===== src/rtl/vbi_cap_pkg.sv =====
package vbi_cap_pkg;
   // Default buffer geometry
   localparam int unsigned HDR_BYTES_DEF  = 9;
   localparam int unsigned SLOT_BYTES_DEF = 47;
   localparam int unsigned FIRST_LINE_DEF = 6;
   localparam int unsigned LAST_NORM_DEF  = 23;
   localparam int unsigned NORM_QUOTA_DEF = 18;
   localparam int unsigned FULL_QUOTA_DEF = 314;

   typedef enum logic {
      WIN_NORMAL = 1'b0,
      WIN_FULL   = 1'b1
   } win_mode_e;
endpackage


===== src/rtl/vbi_line_gate.sv =====
module vbi_line_gate #(
   parameter int unsigned LINE_W         = 10,
   parameter int unsigned FIRST_LINE     = 6,
   parameter int unsigned LAST_NORM_LINE = 23
) (
   input  logic              clk,
   input  logic              rst_n,
   input  logic              vsync,
   input  logic              hsync,
   input  logic              full_mode,
   output logic [LINE_W-1:0] line_num,
   output logic              in_window
);
   import vbi_cap_pkg::*;

   localparam logic [LINE_W-1:0] LINE_MAX = {LINE_W{1'b1}};

   if (LAST_NORM_LINE >= 2**LINE_W || FIRST_LINE > LAST_NORM_LINE) begin : g_bad_window
      $error("vbi_line_gate: window does not fit LINE_W");
   end

   win_mode_e mode;
   assign mode = win_mode_e'(full_mode);

   always_ff @(posedge clk or negedge rst_n) begin
      if (!rst_n) begin
         line_num <= '0;
      end else if (vsync) begin
         line_num <= '0;
      end else if (hsync && line_num != LINE_MAX) begin
         line_num <= line_num + 1'b1;
      end
   end

   always_comb begin
      in_window = (line_num >= LINE_W'(FIRST_LINE));
      if (mode == WIN_NORMAL) begin
         in_window = in_window && (line_num <= LINE_W'(LAST_NORM_LINE));
      end
   end
endmodule


===== src/rtl/vbi_deser.sv =====
module vbi_deser #(
   parameter int unsigned DATA_W    = 8,
   parameter bit          MSB_FIRST = 1'b0
) (
   input  logic              clk,
   input  logic              rst_n,
   input  logic              clear,
   input  logic              enable,
   input  logic              bit_valid,
   input  logic              bit_data,
   output logic              byte_stb,
   output logic [DATA_W-1:0] byte_data
);
   localparam int unsigned CNT_W = (DATA_W > 2) ? $clog2(DATA_W) : 1;

   if (DATA_W < 2) begin : g_bad_width
      $error("vbi_deser: DATA_W must be at least 2");
   end

   logic [DATA_W-1:0] shreg;
   logic [DATA_W-1:0] nxt;
   logic [CNT_W-1:0]  bit_cnt;

   if (MSB_FIRST) begin : g_msb
      assign nxt = {shreg[DATA_W-2:0], bit_data};
   end else begin : g_lsb
      assign nxt = {bit_data, shreg[DATA_W-1:1]};
   end

   always_ff @(posedge clk or negedge rst_n) begin
      if (!rst_n) begin
         shreg     <= '0;
         bit_cnt   <= '0;
         byte_stb  <= 1'b0;
         byte_data <= '0;
      end else if (clear) begin
         bit_cnt  <= '0;
         byte_stb <= 1'b0;
      end else begin
         byte_stb <= 1'b0;
         if (enable && bit_valid) begin
            shreg <= nxt;
            if (bit_cnt == CNT_W'(DATA_W - 1)) begin
               bit_cnt   <= '0;
               byte_stb  <= 1'b1;
               byte_data <= nxt;
            end else begin
               bit_cnt <= bit_cnt + 1'b1;
            end
         end
      end
   end


   stb_follows_bit_chk: assert property (@(posedge clk) disable iff (!rst_n)
      byte_stb |-> $past(enable && bit_valid));
endmodule


===== src/rtl/vbi_slot_ctrl.sv =====
module vbi_slot_ctrl #(
   parameter int unsigned SLOT_BYTES = 47,
   parameter int unsigned NORM_QUOTA = 18,
   parameter int unsigned FULL_QUOTA = 314,
   parameter int unsigned SLOT_W     = 9,
   parameter int unsigned OFS_W      = 6
) (
   input  logic              clk,
   input  logic              rst_n,
   input  logic              vsync,
   input  logic              pll_lock,
   input  logic              hsync,
   input  logic              line_end,
   input  logic              fc_match,
   input  logic              in_window,
   input  logic              full_mode,
   input  logic              byte_stb,
   output logic              active,
   output logic              restart,
   output logic              slot_room,
   output logic [SLOT_W-1:0] slot_idx,
   output logic [OFS_W-1:0]  byte_cnt
);
   if (FULL_QUOTA >= 2**SLOT_W || NORM_QUOTA >= 2**SLOT_W) begin : g_bad_quota
      $error("vbi_slot_ctrl: quota does not fit SLOT_W");
   end
   if (SLOT_BYTES >= 2**OFS_W) begin : g_bad_slot
      $error("vbi_slot_ctrl: slot size does not fit OFS_W");
   end

   logic [SLOT_W-1:0] quota;
   logic              close_line;
   logic              open_ok;

   assign quota      = full_mode ? SLOT_W'(FULL_QUOTA) : SLOT_W'(NORM_QUOTA);
   assign close_line = hsync || line_end;
   assign open_ok    = fc_match && in_window && !active && (slot_idx < quota);
   assign restart    = vsync || close_line || open_ok;
   assign slot_room  = (byte_cnt != OFS_W'(SLOT_BYTES));

   always_ff @(posedge clk or negedge rst_n) begin
      if (!rst_n) begin
         active   <= 1'b0;
         slot_idx <= '0;
         byte_cnt <= '0;
      end else if (vsync) begin
         active   <= 1'b0;
         byte_cnt <= '0;
         if (pll_lock) slot_idx <= '0;
      end else if (close_line) begin
         if (active) slot_idx <= slot_idx + 1'b1;
         active <= 1'b0;
      end else if (open_ok) begin
         active   <= 1'b1;
         byte_cnt <= '0;
      end else if (active && byte_stb && slot_room) begin
         byte_cnt <= byte_cnt + 1'b1;
      end
   end


   relock_rewind_chk: assert property (@(posedge clk) disable iff (!rst_n)
      (vsync && pll_lock) |=> (slot_idx == '0));


   slot_step_chk: assert property (@(posedge clk) disable iff (!rst_n)
      (slot_idx != $past(slot_idx)) |-> (slot_idx == $past(slot_idx) + 1'b1 || slot_idx == '0));
endmodule


===== src/rtl/vbi_capture_writer.sv =====
module vbi_capture_writer #(
   parameter int unsigned ADDR_W         = 16,
   parameter int unsigned DATA_W         = 8,
   parameter int unsigned LINE_W         = 10,
   parameter int unsigned HDR_BYTES      = vbi_cap_pkg::HDR_BYTES_DEF,
   parameter int unsigned SLOT_BYTES     = vbi_cap_pkg::SLOT_BYTES_DEF,
   parameter int unsigned FIRST_LINE     = vbi_cap_pkg::FIRST_LINE_DEF,
   parameter int unsigned LAST_NORM_LINE = vbi_cap_pkg::LAST_NORM_DEF,
   parameter int unsigned NORM_QUOTA     = vbi_cap_pkg::NORM_QUOTA_DEF,
   parameter int unsigned FULL_QUOTA     = vbi_cap_pkg::FULL_QUOTA_DEF,
   parameter bit          MSB_FIRST      = 1'b0
) (
   input  logic              clk,
   input  logic              rst_n,
   input  logic              vsync,
   input  logic              pll_lock,
   input  logic              hsync,
   input  logic              full_mode,
   input  logic [ADDR_W-1:0] base_addr,
   input  logic              fc_match,
   input  logic              bit_valid,
   input  logic              bit_data,
   input  logic              line_end,
   output logic              wr_en,
   output logic [ADDR_W-1:0] wr_addr,
   output logic [DATA_W-1:0] wr_data
);
   localparam int unsigned MAX_QUOTA = (FULL_QUOTA > NORM_QUOTA) ? FULL_QUOTA : NORM_QUOTA;
   localparam int unsigned SLOT_W    = $clog2(MAX_QUOTA + 1);
   localparam int unsigned OFS_W     = $clog2(SLOT_BYTES + 1);
   localparam longint unsigned SPAN  = longint'(HDR_BYTES) + longint'(SLOT_BYTES) * longint'(MAX_QUOTA);

   if (SPAN > (64'd1 << ADDR_W)) begin : g_bad_span
      $error("vbi_capture_writer: buffer span exceeds address space");
   end

   logic              line_ok;
   logic [LINE_W-1:0] line_num;
   logic              active;
   logic              restart;
   logic              slot_room;
   logic [SLOT_W-1:0] slot_idx;
   logic [OFS_W-1:0]  byte_cnt;
   logic              byte_stb;
   logic [DATA_W-1:0] byte_data;

   vbi_line_gate #(
      .LINE_W         (LINE_W),
      .FIRST_LINE     (FIRST_LINE),
      .LAST_NORM_LINE (LAST_NORM_LINE)
   ) i_gate (
      .clk       (clk),
      .rst_n     (rst_n),
      .vsync     (vsync),
      .hsync     (hsync),
      .full_mode (full_mode),
      .line_num  (line_num),
      .in_window (line_ok)
   );

   vbi_slot_ctrl #(
      .SLOT_BYTES (SLOT_BYTES),
      .NORM_QUOTA (NORM_QUOTA),
      .FULL_QUOTA (FULL_QUOTA),
      .SLOT_W     (SLOT_W),
      .OFS_W      (OFS_W)
   ) i_slot (
      .clk       (clk),
      .rst_n     (rst_n),
      .vsync     (vsync),
      .pll_lock  (pll_lock),
      .hsync     (hsync),
      .line_end  (line_end),
      .fc_match  (fc_match),
      .in_window (line_ok),
      .full_mode (full_mode),
      .byte_stb  (byte_stb),
      .active    (active),
      .restart   (restart),
      .slot_room (slot_room),
      .slot_idx  (slot_idx),
      .byte_cnt  (byte_cnt)
   );

   vbi_deser #(
      .DATA_W    (DATA_W),
      .MSB_FIRST (MSB_FIRST)
   ) i_deser (
      .clk       (clk),
      .rst_n     (rst_n),
      .clear     (restart),
      .enable    (active),
      .bit_valid (bit_valid),
      .bit_data  (bit_data),
      .byte_stb  (byte_stb),
      .byte_data (byte_data)
   );

   assign wr_en   = active && byte_stb && slot_room;
   assign wr_data = byte_data;
   assign wr_addr = base_addr + ADDR_W'(HDR_BYTES)
                  + ADDR_W'(32'(slot_idx) * SLOT_BYTES) + ADDR_W'(byte_cnt);


   write_in_window_chk: assert property (@(posedge clk) disable iff (!rst_n)
      wr_en |-> line_ok);


   write_below_quota_chk: assert property (@(posedge clk) disable iff (!rst_n)
      wr_en |-> (32'(slot_idx) < MAX_QUOTA));


   offset_in_slot_chk: assert property (@(posedge clk) disable iff (!rst_n)
      wr_en |-> (32'(wr_addr - base_addr) >= HDR_BYTES || wr_addr < base_addr));
endmodule


===== config.mk =====
export PLATFORM = sky130hd
export DESIGN_NAME = vbi_capture_writer
export DESIGN_NICKNAME = d
export VERILOG_FILES = /design/src/rtl/vbi_cap_pkg.sv /design/src/rtl/vbi_line_gate.sv /design/src/rtl/vbi_deser.sv /design/src/rtl/vbi_slot_ctrl.sv /design/src/rtl/vbi_capture_writer.sv
export SDC_FILE = /design/constraint.sdc
export NUM_CORES = 1
export LEC_CHECK = 0
export BUFFER_PORTS_ARGS = -buffer_cell sky130_fd_sc_hd__buf_4
export CAP_MARGIN = 0
export CORE_UTILIZATION = 65
export CTS_BUF_LIST = sky130_fd_sc_hd__clkbuf_8 sky130_fd_sc_hd__clkbuf_16
export CTS_CLUSTER_SIZE = 30
export DETAILED_ROUTE_END_ITERATION = 16
export PLACE_DENSITY = 0.95
export SETUP_SLACK_MARGIN = 0.3
export SYNTH_ARGS = -nofsm -noshare
export SYNTH_HDL_FRONTEND = slang
export SYNTH_SLANG_ARGS = --single-unit
export TNS_END_PERCENT = 30

===== constraint.sdc =====
create_clock -name clk -period 12.55 [get_ports clk]
set_input_delay 0 -clock clk [delete_from_list [all_inputs] [get_ports clk]]
set_output_delay 0 -clock clk [all_outputs]
set_load 0.02 [all_outputs]

# Yosys cells after proc, flatten, opt, wreduce, memory -nomap -nowiden
# Index checks and enable logic that the tools add are counted.
op_classes:
  add_sub_neg: 7
  mul: 1
  div: 0
  n_lt_le_gt_ge: 3
  eq_ne: 5
  n_shift: 0
  muxes: 21
  bitwise: 1
  reduce_logical: 22
op_table:
  columns: ["op", "n"]
  rows:
  - ["$mux W9", 5]
  - ["$mux W6", 4]
  - ["$mux W10", 2]
  - ["$add A16 B15 Y16", 1]
  - ["$add A16 B4 Y16 const B", 1]
  - ["$add A16 B6 Y16", 1]
  - ["$mul A9 B6 Y15 const B", 1]
  - ["$add A10 B1 Y10 const B", 1]
  - ["$ge A10 B3 Y1 const B", 1]
  - ["$le A10 B5 Y1 const B", 1]
  - ["$ne A10 B10 Y1 const B", 1]
  - ["$add A9 B1 Y9 const B", 1]
  - ["$lt A9 B9 Y1", 1]
  - ["$mux W3", 3]
  - ["$logic_and A1 B1 Y1", 8]
  - ["$reduce_bool A2 Y1", 4]
  - ["$mux W1", 7]
  - ["$add A6 B1 Y6 const B", 1]
  - ["$ne A6 B6 Y1 const B", 1]
  - ["$reduce_and A3 Y1", 2]
  - ["$reduce_bool A3 Y1", 2]
  - ["$reduce_and A2 Y1", 2]
  - ["$add A3 B1 Y3 const B", 1]
  - ["$eq A3 B3 Y1 const B", 1]
  - ["5 further kinds", 7]
word_totals:
  ff_bits: 46
  latch_bits: 0
  ram_bits: 0
  romBits: 0
  input_bits: 26
  output_inout_bits: 25
  elab_cells: 68
  mem_count: 0

# Longest topological paths before layout
# Gate-level depths: netlist (run 1).
logic_depth:
  ltp_word: 9
  ltp_mapped: 15
  depth_no_buf: 15

# Hierarchy
# Synthesis (run 1) repeated with hierarchy kept, for this count alone.
hier_totals:
  cells_unflattened: 460
  hier_area_um2: 4524.3
by_module_without_submodules:
  columns: ["mod", "instances", "cells_per_inst", "area_each_um2", "seq_area_each_um2"]
  rows:
  - ["vbi_capture_writer", 1, 226, 2057.0, 0.0]
  - ["vbi_slot_ctrl", 1, 108, 992.2, 400.4]
  - ["vbi_deser", 1, 50, 789.5, 475.5]
  - ["vbi_line_gate", 1, 76, 685.7, 250.2]

# Worst setup path before layout (run 1)
# OpenSTA, ideal clock, no wires.
synth_timing:
  kind: "reg2out"
  startpoint: "register i_slot.slot_idx[6]"
  endpoint: "output wr_addr[15]"
  t_arrival_ns: 4.273
  required_ns: 12.550
  setup_slack_ns: 8.277
  stages_incl_launch_ff: 16
  n_path_buf: 0
  cell_sequence: "dfrtp_1 > inv_1 > fa_1 > inv_1 > fa_1 > fa_1 > inv_1 > fa_1 > inv_1 > ha_1 > o21ai_0 > nor2_1 > nand2_1 > o21ai_0 > a2111oi_0 > nor3b_1"
synth_between:
  elab_chain_cells: 3
synth_lines:
  columns: ["item", "line", "rtl"]
  rows:
  - ["start: declaration", "vbi_slot_ctrl.sv:21", "output logic [SLOT_W-1:0] slot_idx,"]
  - ["start signal: assignment", "vbi_slot_ctrl.sv:51", "if (active) slot_idx <= slot_idx + 1'b1;"]
  - ["$mul A9 B6 Y15", "vbi_capture_writer.sv:102", "+ ADDR_W'(32'(slot_idx) * SLOT_BYTES) + ADDR_W'(byte_cnt);"]
  - ["$add A16 B15 Y16", "vbi_capture_writer.sv:102", null]
  - ["$add A16 B6 Y16", "vbi_capture_writer.sv:102", null]
  - ["end: declaration", "vbi_capture_writer.sv:25", "output logic [ADDR_W-1:0] wr_addr,"]
# No other way between the ends.

# Final worst setup path (run 1)
layout_timing:
  startpoint: "register i_slot.slot_idx[6]"
  endpoint: "output wr_addr[14]"
# Same word-level chain as after synthesis.

==> parameters.txt, run 1 <==
Parameter                              Value

Run status
  Outcome    complete, but fails checks
  Violated checks    DRC

GRT
  Combined global-route utilization of all metal layers    28.1%
  Via count of the first global-routing pass    3548
  Pin count of the biggest net entering global routing    46
  Global-route congestion overflow total    0
  First-pass GRT wire length    15800 um
  Antenna violations before repair    0

Job
  Count of maximum capacitance violations    0

Power and ir drop
  Clk pwr share    31.3%
  Register share of total power    50.6%
  Static leakage power    2.59 nW
  Maximum ir drop on the vdd rail    81.2 uV
  Areal power density over the cells    58.6 nW/um^2
  Cell-internal power    0.000207 W
  Switching Share    28.4%
  Relative contribution of combinational cells to total power    18.1%
  Net switching power    0.0000822 W

Logic synthesis
  Unique cell type count in the Yosys netlist    52
  Synth async-reset ratio    100%
  Post-synthesis register bit count    45
  Cell count after synthesis    443
  Cell area after technology mapping    4370 sq um
  Synthesized area per cell    9.87 sq um
  Yosys Warn Count    0
  Sequential element share of the synthesized area    25.8%
  Top_reg_cell synth    sky130_fd_sc_hd__dfrtp_1
  Synthesized netlist net count    563
  Post-synth EDFFs    0

Timing
  Final Critical Period    5.06 ns
  Worst slew margin    57.6%
  Peak Freq    0.198 GHz
  Unrepaired setup endpoints after global routing    no
  Final setup violating endpoints    0
  Fin Clk Skew    0.00590 ns
  Pins Over Slew Limit    0
  Post-Route Setup TNS    0 ns
  Final cycle utilization of the critical path    40.3%
  Worst-case setup margin in the final layout    7.49 ns
  Final hold vios    0
  Worst slew pin tran    0.636 ns

Layout
  Layout cell share with drive strength beyond 1    16.7%
  Final nets    617
  Leading cell types in the layout, fill and taps excluded    87 x sky130_fd_sc_hd__inv_1, 55 x sky130_fd_sc_hd__ha_1, 50 x sky130_fd_sc_hd__buf_4
  Most common cell after layout, fill and taps aside    sky130_fd_sc_hd__inv_1
  Synth-to-Final Area Change    13.0%
  Ant. Diodes    0

Floorplanning
  Area of the core    6420 sq um
  Number of I/O pins    51
  Starting utilization of the core area    68.1%
  Std cell rows    29
  Die Y    84.0 um
  Die outline area    7060 sq um
  Horiz. Die Dim    84.0 um

Placed design
  DP Wirelength    6860 um
  Worst setup slack before clock tree synthesis    7.86 ns
  Routability-driven placement congestion ratio    0.889
  Port Buffers    50

Clocking
  Clock sinks    45
  Clock slew at the register clock pins of the worst setup and hold paths    0.09 ns
  Number of buffers created by CTS    5
  Post-CTS Repair Setup Buffers    0
  Clk Latency, worst-skew pair    0.30 ns
  Clock tree from TritonCTS    done
  Deepest level of the CTS H-tree    2
  Clock root buffer master    sky130_fd_sc_hd__clkbuf_8
  Number of buffers on the longest clock path    2

Detailed routing
  Overall routed net length    8710 um
  Count of antenna-violating nets left after detailed routing    0
  First-pass iteration count of the detailed router    11
  Post-detailed-route DRC marker count    6
  Via/cell ratio    5.69
  Vias    3273
  Violation count after the first detailed-route iteration    103
  Per-cell routed wire length    15.1 um

Worst setup path
  Type of the setup path with the least slack    register to output pin
  Crit path launch type    register
  Maximum fanout along the worst path    8
  Category of the worst setup path capture point    output pin
  Critical register-to-register path startpoint    i_slot.slot_idx[3]$_DFFE_PN0P_
  Arrival time worst endpoint    5.06 ns
  Start point of the critical path    i_slot.slot_idx[6]$_DFFE_PN0P_
  WP data required    12.55 ns

Hold path
  Start point of the worst hold path    vsync
  Hold/Removal Path Class    input port to register
power by group through the flow:
stage                     Combinational, W  Clock (W)  Sequential, W
after floorplan                  0.0000303          0       0.000149
after global placement           0.0000489          0       0.000149
after detailed placement         0.0000512          0       0.000149
after CTS                        0.0000527  0.0000924       0.000147
after global routing             0.0000587  0.0000973       0.000147
final                            0.0000524  0.0000907       0.000147
final timing paths:
| path | end | slack [ns] | cells past startpoint |
|---|---|---|---|
| setup / recovery | wr_addr[14] | 7.49 | 16 |
| hold / removal | i_gate.line_num[0]$_DFFE_PN0P_ | 0.04 | 2 |
| setup reg to reg | i_deser.byte_data[7]$_DFFE_PN0P_ | 9.92 | 7 |
| hold reg to reg | i_deser.shreg[1]$_DFFE_PN0P_ | 0.53 | 1 |
| max in group asynchronous | i_slot.slot_idx[6]$_DFFE_PN0P_ | 11.94 | 2 |
| min in group asynchronous | i_slot.byte_cnt[5]$_DFFE_PN0P_ | 0.23 | 2 |
area by class of cell:
cell class	instances	area [sq um]
Clock buffer	5	68.8
Sequential cell	45	1130
Tap cell	77	96.3
Timing Repair Buffer	54	415
Fill cell	364	1480
Inverter	87	327
Clock inverter	3	22.5
Multi-Input combinational cell	304	2890
synth_stat cells, drive strengths merged, types with 9 or more instances:
master / instances / share of area [%]
a21oi: 13 / 1.5
dfrtp: 45 / 26
fa: 39 / 18
ha: 55 / 16
inv: 87 / 7.5
mux2: 15 / 5.2
nand2: 21 / 1.9
nand3: 9 / 1.0
nor2: 40 / 4.2
nor3: 9 / 1.1
o21ai: 24 / 2.8
xnor2: 15 / 3.0
sequential cells by signal, summed over array words and instances, names as in the netlist:
register           count
i_deser.bit_cnt        3
i_slot.byte_cnt        6
i_gate.line_num       10
i_slot.slot_idx        9
i_deser.shreg          7
i_deser.byte_stb       1
i_slot.active          1
i_deser.byte_data      8
timing repair:
action / CTS / global route
gates resized for setup: 0 / 0
endpoints found under the hold margin: 51 / 0
hold buffers: 4 / 0
routing by layer:
layer,up-vias,wire length (um),track usage (%)
met1,1601,3450,32.8
met3,25,242,3.46
met2,79,4790,52.2
li1,1568,-,-
met4,0,233,11.4
met5,-,0,0
worst max-delay path, stage by stage, from the launching register on:
cell and delay [ns]:
sky130_fd_sc_hd__dfrtp_1 0.54, sky130_fd_sc_hd__inv_1 0.15, sky130_fd_sc_hd__fa_1 0.55, sky130_fd_sc_hd__inv_1 0.05, sky130_fd_sc_hd__fa_1 0.46, sky130_fd_sc_hd__fa_1 0.55
sky130_fd_sc_hd__inv_1 0.05, sky130_fd_sc_hd__fa_1 0.53, sky130_fd_sc_hd__inv_1 0.04, sky130_fd_sc_hd__ha_1 0.22, sky130_fd_sc_hd__nor4_1 0.34, sky130_fd_sc_hd__o21ai_0 0.27
sky130_fd_sc_hd__a311oi_1 0.39, sky130_fd_sc_hd__o21bai_1 0.13, sky130_fd_sc_hd__a21oi_1 0.18, sky130_fd_sc_hd__xnor2_1 0.13, sky130_fd_sc_hd__buf_4 0.16
through the flow:
step | power [W] | hold slack [ns] | util [%] | cell area (sq um) | instances
2_1_floorplan | 0.000180 | -0.296 | - | 4370 | 443
3_3_place_gp | 0.000198 | 0.0243 | 74.9 | 4810 | 563
3_5_place_dp | 0.000201 | 0.0294 | 74.9 | 4810 | 563
4_1_cts | 0.000292 | 0.0315 | 76.9 | 4940 | 575
5_1_grt | 0.000303 | 0.0528 | 76.9 | 4940 | 575
6_report | 0.000290 | 0.0381 | 76.9 | 4940 | 575
logic make-up (layout without fill, tap and decap cells):
group	count (synthesis)	count (layout)	share of synthesized area, %
AO/OA/AOI/OAI	71	71	10.9
buffers and inverters	94	149	8.24
multiplexers	16	16	5.38
XOR/XNOR	21	21	4.21
flip-flops	45	45	25.8
adder cells (fa/ha/maj)	94	94	33.6
AND/OR/NAND/NOR	102	102	11.9
No activity file was read; power rests on OpenSTA's default activity.
==> run 2: changes to the inputs <==
--- a/config.mk
+++ b/config.mk
@@ -7,11 +7,11 @@
 export LEC_CHECK = 0
 export BUFFER_PORTS_ARGS = -buffer_cell sky130_fd_sc_hd__buf_4
 export CAP_MARGIN = 0
-export CORE_UTILIZATION = 65
+export CORE_UTILIZATION = 60
 export CTS_BUF_LIST = sky130_fd_sc_hd__clkbuf_8 sky130_fd_sc_hd__clkbuf_16
 export CTS_CLUSTER_SIZE = 30
 export DETAILED_ROUTE_END_ITERATION = 16
-export PLACE_DENSITY = 0.95
+export PLACE_DENSITY = 0.91
 export SETUP_SLACK_MARGIN = 0.3
 export SYNTH_ARGS = -nofsm -noshare
 export SYNTH_HDL_FRONTEND = slang
==> constraint.sdc (replaced) <==
create_clock -name clk -period 4.7 [get_ports clk]
set_input_delay 0 -clock clk [delete_from_list [all_inputs] [get_ports clk]]
set_output_delay 0 -clock clk [all_outputs]
set_load 0.02 [all_outputs]
==> run 2 against run 1 <==
  * The run now ends clean
  * Critical endpoint is now wr_addr[11]
  * Global-route usage is 1.6 points lower
  * Clock skew is 0.0055 ns higher
  * Combinational power grew to 3.0 times the previous value
==> parameters.txt, run 2 (synthesized netlist as in run 1, its figures left out) <==
Parameter                              Value

Detailed routing
  Per-cell routed wire length    17.2 um
  Overall routed net length    10600 um
  Via/cell ratio    5.70
  Vias    3512
  Violation count after the first detailed-route iteration    188
  Count of antenna-violating nets left after detailed routing    0
  Post-detailed-route DRC marker count    0
  First-pass iteration count of the detailed router    5

Clocking
  Clock root buffer master    sky130_fd_sc_hd__clkbuf_8
  Clk Latency, worst-skew pair    0.32 ns
  Number of buffers created by CTS    5
  Number of buffers on the longest clock path    2
  Clock tree from TritonCTS    done
  Deepest level of the CTS H-tree    2
  Clock sinks    45
  Clock slew at the register clock pins of the worst setup and hold paths    0.08 ns

Timing
  Peak Freq    0.217 GHz
  Worst slew margin    57.5%
  Unrepaired setup endpoints after global routing    yes
  Pins Over Slew Limit    0
  Post-Route Setup TNS    0 ns
  Final setup violating endpoints    0
  Final hold vios    0
  Final Critical Period    4.60 ns
  Worst-case setup margin in the final layout    0.100 ns
  Final hold slack    0.0412 ns
  Fin Clk Skew    0.0114 ns
  Final cycle utilization of the critical path    97.9%
  Worst slew pin tran    0.638 ns

Layout
  Synth-to-Final Area Change    20.9%
  Regs by FF count    i_gate.line_num x10, i_slot.slot_idx x9, i_deser.byte_data x8
  Layout cell share with drive strength beyond 1    27.5%
  Flip-flop count of the largest register after layout    10
  Post-route insts no fill    616
  Ant. Diodes    0
  Register with the most flip-flops    i_gate.line_num
  Most common cell after layout, fill and taps aside    sky130_fd_sc_hd__inv_1
  Leading cell types in the layout, fill and taps excluded    79 x sky130_fd_sc_hd__inv_1, 70 x sky130_fd_sc_hd__buf_4, 48 x sky130_fd_sc_hd__ha_1
  Filler Cells Inserted    421
  Final nets    639

Worst setup path
  Crit path launch type    register
  Arrival time worst endpoint    4.60 ns
  Crit-path max cell delay    0.55 ns
  Cell with the largest stage delay on the worst path    sky130_fd_sc_hd__fa_1
  Type of the setup path with the least slack    register to output pin
  Library cell appearing most often on the critical path    sky130_fd_sc_hd__fa_1
  Category of the worst setup path capture point    output pin
  WP data required    4.70 ns
  Number of buffers and inverters on the critical path    7
  CP Cell Sequence    inv_4, fa_1, fa_1, inv_1, fa_1, inv_2, fa_1, inv_2, ha_4, buf_4, nor3_1, o21ai_2, buf_4, a21oi_2, o21bai_1, a21oi_1, xnor2_1, buf_4
  Maximum fanout along the worst path    4
  Gate family responsible for the most delay along the worst path    adder cells

Placed design
  Post-placement cell count    585
  DP Wirelength    7000 um
  Port Buffers    50
  Routability-driven placement congestion ratio    0.874
  Worst setup slack before clock tree synthesis    0.142 ns

GRT
  First-pass GRT wire length    15600 um
  Via count of the first global-routing pass    3418
  Most used routing layer in global routing    met2
  Antenna violations before repair    0
  Met1 track demand over resource in global routing    30.8%
  Combined global-route utilization of all metal layers    26.5%
  Global-route congestion overflow total    0
  Met2 Resource Use GR    49.1%
  Pin count of the biggest net entering global routing    46
  Met3 demand-to-capacity share in global routing    3.79%

Floorplanning
  Area of the core    6910 sq um
  Horiz. Die Dim    87.4 um
  Std cell rows    30
  Die Y    87.4 um
  Number of I/O pins    51
  Die outline area    7630 sq um
  Starting utilization of the core area    63.3%

Power and ir drop
  Clk pwr share    31.2%
  Net switching power    0.000234 W
  Maximum ir drop on the vdd rail    214 uV
  Register share of total power    49.3%
  Cell-internal power    0.000560 W
  Total power after layout    0.000793 W
  Areal power density over the cells    150 nW/um^2
  Relative contribution of combinational cells to total power    19.5%
  Static leakage power    2.70 nW
  Switching Share    29.4%

Job
  Count of maximum capacitance violations    0

Hold path
  Hold/Removal Path Class    input port to register

Run status
  Outcome    finished, final reports clean
[run 2: changes by cell type in the layout (fill, tap and decap cells not counted), moves of 3 or more]
cell and delta:
sky130_fd_sc_hd__ha_2 +5, sky130_fd_sc_hd__dfrtp_1 -6, sky130_fd_sc_hd__buf_4 +20, sky130_fd_sc_hd__ha_1 -7, sky130_fd_sc_hd__o21ai_0 -6, sky130_fd_sc_hd__fa_2 +3, sky130_fd_sc_hd__fa_1 -3, sky130_fd_sc_hd__inv_1 -8
sky130_fd_sc_hd__o21ai_2 +4, sky130_fd_sc_hd__inv_2 +6, sky130_fd_sc_hd__dfrtp_2 +6
[run 2: path summary, 6_finish.rpt]
check	from	to	slack, ns	cells after the start
setup / recovery	i_slot.slot_idx[5]$_DFFE_PN0P_	wr_addr[11]	0.10	18
min in group asynchronous	rst_n	i_deser.byte_data[5]$_DFFE_PN0P_	0.21	2
hold / removal	line_end	i_slot.active$_DFFE_PN0P_	0.04	3
hold reg to reg	i_deser.byte_data[5]$_DFFE_PN0P_	i_deser.byte_data[5]$_DFFE_PN0P_	0.53	1
max in group asynchronous	rst_n	i_slot.slot_idx[0]$_DFFE_PN0P_	4.07	2
setup reg to reg	i_slot.slot_idx[3]$_DFFE_PN0P_	i_deser.byte_data[3]$_DFFE_PN0P_	1.84	9
[run 2: layout make-up]
cell class / count / area [sq um] / area share [%]
clock buffers: 5 / 68.8 / 1.30
flip-flops and latches: 45 / 1130 / 21.5
multi-input cells: 304 / 3020 / 57.2
repair buffers: 76 / 588 / 11.1
inverters: 87 / 332 / 6.28
well taps: 96 / 120 / 2.27
clock inverters: 3 / 21.3 / 0.403
[run 2: power groups by stage]
stage          combinational (W)  sequential [W]  clock (W)
3_5_place_dp            0.000137        0.000399          0
3_3_place_gp            0.000131        0.000399          0
2_1_floorplan          0.0000809        0.000398          0
4_1_cts                 0.000143        0.000391   0.000251
6_report                0.000155        0.000391   0.000247
5_1_grt                 0.000170        0.000392   0.000263
[run 2: what timing repair did]
item,CTS,global route
hold buffers,4,0
endpoints found under the setup margin,6,7
pin swaps,5,22
endpoints found under the hold margin,50,0
gates resized for setup,23,31
setup buffers,9,10
[run 2: worst register-to-register path: stages, from the launching register on]
cell and delay (ns):
sky130_fd_sc_hd__dfrtp_2 0.44, sky130_fd_sc_hd__buf_4 0.15, sky130_fd_sc_hd__buf_4 0.15, sky130_fd_sc_hd__ha_1 0.28, sky130_fd_sc_hd__o211ai_1 0.24, sky130_fd_sc_hd__o21ai_2 0.12
sky130_fd_sc_hd__a2111oi_4 0.44, sky130_fd_sc_hd__or3_1 0.46, sky130_fd_sc_hd__nor2_8 0.14, sky130_fd_sc_hd__mux2_4 0.33
[run 2: through the flow]
step                      cell area [sq um]  utilization, %
after floorplan                        4370               -
after global placement                 4860            70.3
after detailed placement               4860            70.3
after CTS                              5110            73.9
after global routing                   5280            76.5
final                                  5280            76.5
[run 2: routing by layer]
metal | up-vias | wire (um)
met5 | - | 0
met4 | 0 | 261
met3 | 30 | 397
met2 | 123 | 5750
met1 | 1742 | 4180
li1 | 1617 | -
==> run 3: changes to the inputs <==
--- a/config.mk
+++ b/config.mk
@@ -11,9 +11,11 @@
 export CTS_BUF_LIST = sky130_fd_sc_hd__clkbuf_8 sky130_fd_sc_hd__clkbuf_16
 export CTS_CLUSTER_SIZE = 30
 export DETAILED_ROUTE_END_ITERATION = 16
-export PLACE_DENSITY = 0.91
+export MAX_ROUTING_LAYER = met4
+export PLACE_DENSITY = 0.9
 export SETUP_SLACK_MARGIN = 0.3
 export SYNTH_ARGS = -nofsm -noshare
 export SYNTH_HDL_FRONTEND = slang
+export SYNTH_HIERARCHICAL = 1
 export SYNTH_SLANG_ARGS = --single-unit
 export TNS_END_PERCENT = 30
==> run 3 against run 2 <==
  * Worst setup slack better by 0.19 ns
  * Critical path depth is 4 lower
  * Sequential cell count stayed put
  * Utilization is 2.8 points lower
  * Maximum frequency is 4.3% higher
  * Sequential share of layout area is 0.15 points lower
  * First-iteration DRC count is 69% higher
  * Sequential power is 2% higher
  * Hold slack worse by 0.025 ns
  * Combinational power is 37% higher
  * Wire length is 6.9% lower
  * Critical path type unchanged
==> parameters.txt, run 3 <==
Parameter                              Value

Hold path
  Hold/Removal Path Class    input port to register

GRT
  Pin count of the biggest net entering global routing    46
  Most used routing layer in global routing    met2
  First-pass GRT wire length    15400 um
  Met3 demand-to-capacity share in global routing    3.08%
  Antenna violations before repair    0
  Via count of the first global-routing pass    3467
  Met1 track demand over resource in global routing    33.2%
  Global-route congestion overflow total    0
  Combined global-route utilization of all metal layers    26.2%
  Met2 Resource Use GR    43.6%

Timing
  Final hold vios    0
  Peak Freq    0.227 GHz
  Post-Route Setup TNS    0 ns
  Final cycle utilization of the critical path    93.9%
  Pins Over Slew Limit    0
  Worst slew margin    58.1%
  Final Critical Period    4.41 ns
  Final setup violating endpoints    0
  Worst slew pin tran    0.622 ns
  Fin Clk Skew    0.00686 ns
  Unrepaired setup endpoints after global routing    yes

Logic synthesis
  Yosys top cell by area    sky130_fd_sc_hd__dfrtp_1
  Sequential element share of the synthesized area    24.9%
  Synthesized netlist net count    576
  Cell count after synthesis    460
  Post-synthesis register bit count    45
  Unique cell type count in the Yosys netlist    63
  Post-synth EDFFs    0
  Top cells by area, synth    sky130_fd_sc_hd__dfrtp_1 25%, sky130_fd_sc_hd__fa_1 17%, sky130_fd_sc_hd__ha_1 14%
  Synth cell count leaders    83 x sky130_fd_sc_hd__inv_1, 51 x sky130_fd_sc_hd__ha_1, 45 x sky130_fd_sc_hd__dfrtp_1
  Cell area after technology mapping    4520 sq um
  Synth async-reset ratio    100%
  Yosys Warn Count    6
  Share of Yosys cell area claimed by the top area cell type    24.9%
  Top_reg_cell synth    sky130_fd_sc_hd__dfrtp_1
  Most frequent cell after synthesis    sky130_fd_sc_hd__inv_1
  Synthesized area per cell    9.84 sq um

Detailed routing
  Count of antenna-violating nets left after detailed routing    0
  Via/cell ratio    5.83
  Vias    3680
  First-pass iteration count of the detailed router    6
  Overall routed net length    9860 um
  Violation count after the first detailed-route iteration    317
  Post-detailed-route DRC marker count    0
  Per-cell routed wire length    15.6 um

Worst setup path
  Category of the worst setup path capture point    output pin
  Library cell appearing most often on the critical path    sky130_fd_sc_hd__fa_1
  Type of the setup path with the least slack    register to output pin
  Maximum fanout along the worst path    5
  Cell with the largest stage delay on the worst path    sky130_fd_sc_hd__fa_1
  Crit path launch type    register
  CP Cell Sequence    inv_4, fa_1, fa_1, inv_1, fa_1, inv_1, fa_1, inv_2, ha_4, nand4b_1, a311oi_4, nor2_2, a311oi_2, buf_4
  Gate family responsible for the most delay along the worst path    adder cells
  WP data required    4.70 ns
  Crit-path max cell delay    0.53 ns
  Arrival time worst endpoint    4.41 ns
  Number of buffers and inverters on the critical path    5

Power and ir drop
  Static leakage power    2.75 nW
  Areal power density over the cells    162 nW/um^2
  Total power after layout    0.000866 W
  Maximum ir drop on the vdd rail    178 uV

Layout
  Leading cell types in the layout, fill and taps excluded    76 x sky130_fd_sc_hd__inv_1, 70 x sky130_fd_sc_hd__buf_4, 47 x sky130_fd_sc_hd__ha_1
  Regs by FF count    i_gate/line_num x10, i_slot/slot_idx x9, i_deser/byte_data x8
  Most common cell after layout, fill and taps aside    sky130_fd_sc_hd__inv_1
  Synth-to-Final Area Change    18.1%
  Ant. Diodes    0
  Flip-flop count of the largest register after layout    10
  Final nets    647
  Register with the most flip-flops    i_gate/line_num
  Filler Cells Inserted    473
  Layout cell share with drive strength beyond 1    26.1%

Clocking
  Deepest level of the CTS H-tree    2
  Clk Latency, worst-skew pair    0.31 ns
  Number of buffers created by CTS    5
  Clock slew at the register clock pins of the worst setup and hold paths    0.09 ns
  Clock root buffer master    sky130_fd_sc_hd__clkbuf_8
  Clock tree from TritonCTS    done
  Clock sinks    45
  Number of buffers on the longest clock path    2

Floorplanning
  Starting utilization of the core area    62.4%
  Number of I/O pins    51
  Die Y    88.8 um
  Horiz. Die Dim    88.8 um
  Std cell rows    31
  Area of the core    7250 sq um
  Die outline area    7890 sq um

Placed design
  Routability-driven placement congestion ratio    0.902
  DP Wirelength    7020 um
  Port Buffers    50

Job
  Count of maximum capacitance violations    0

Run status
  Outcome    finished, final reports clean
[run 3: cell count changes after synthesis, moves of 5 or more]
cell,before,now
sky130_fd_sc_hd__mux2_4,15,0
sky130_fd_sc_hd__o21ai_0,22,16
sky130_fd_sc_hd__nor2_1,38,16
sky130_fd_sc_hd__a31oi_1,2,8
sky130_fd_sc_hd__nor2b_1,1,6
sky130_fd_sc_hd__mux2_2,0,15
sky130_fd_sc_hd__and3_1,2,8
sky130_fd_sc_hd__a21oi_1,13,19
[run 3: worst paths after layout]
path / startpoint / endpoint / slack [ns] / depth (start not counted)
max: i_slot/slot_idx[5]$_DFFE_PN0P_ / wr_addr[15] / 0.29 / 14
min: pll_lock / i_slot/slot_idx[2]$_DFFE_PN0P_ / 0.02 / 3
max reg2reg: i_gate/line_num[7]$_DFFE_PN0P_ / i_deser/byte_data[2]$_DFFE_PN0P_ / 1.68 / 7
min reg2reg: i_deser/byte_data[0]$_DFFE_PN0P_ / i_deser/byte_data[0]$_DFFE_PN0P_ / 0.52 / 1
max in group asynchronous: rst_n / i_slot/slot_idx[8]$_DFFE_PN0P_ / 4.08 / 2
min in group asynchronous: rst_n / i_deser/bit_cnt[0]$_DFFE_PN0P_ / 0.21 / 2
[run 3: layout make-up]
class / instances / area, sq um / share of cell area (%)
clock buffer: 5 / 68.8 / 1.29
sequential: 45 / 1140 / 21.3
clock inverter: 3 / 25.0 / 0.468
multi-input combinational: 323 / 3110 / 58.3
inverter: 83 / 317 / 5.92
timing repair buffer: 73 / 557 / 10.4
tap: 99 / 124 / 2.32
[run 3: per-layer routing]
metal	vias up	wire (um)
met1	1810	4210
met4	0	164
met3	19	411
met5	-	0
li1	1741	-
met2	110	5070
[run 3: stage by stage]
stage	std cells	area [sq um]	hold WS, ns	setup WS, ns	utilization, %
after global placement	601	4970	0.0249	0.413	68.6
after detailed placement	601	4970	0.0312	0.301	68.6
after CTS	619	5190	0.0101	0.236	71.6
after floorplan	460	4520	-0.296	0.588	-
final	631	5340	0.0161	0.289	73.7
after global routing	631	5340	0.00976	0.143	73.7
[run 3: power by group]
group	leakage [nW]	switching, W	internal [W]	total [W]
Combinational	2.09	0.000119	0.0000945	0.000213
Sequential	0.609	0.00000641	0.000391	0.000397
Clock	0.0452	0.000147	0.000108	0.000255
Total	2.75	0.000272	0.000594	0.000866
[run 3: cells by family after synthesis]
family                     count (synthesis)  synth area share (%)
buffers and inverters                     92                  8.16
and+or+nand+nor                          111                  14.4
muxes                                     16                  3.95
xor gates and xnor gates                  17                  3.29
adders and majority gates                 90                  31.4
DFF                                       45                  24.9
AOI/OAI and AO/OA                         89                  13.9
[run 3: worst min-delay path, cell delays in order]
cell,delay (ns)
sky130_fd_sc_hd__buf_4,0.10
sky130_fd_sc_hd__nand3b_1,0.10
sky130_fd_sc_hd__o21ai_0,0.08
[run 3: what timing repair did]
| action | 4_1_cts | 5_1_grt |
|---|---|---|
| resized for setup | 13 | 23 |
| pin swaps | 5 | 17 |
| hold endpoints to repair | 47 | 0 |
| hold buffers | 2 | 0 |
| endpoints found under the setup margin | 7 | 8 |
| buffers inserted | 8 | 12 |
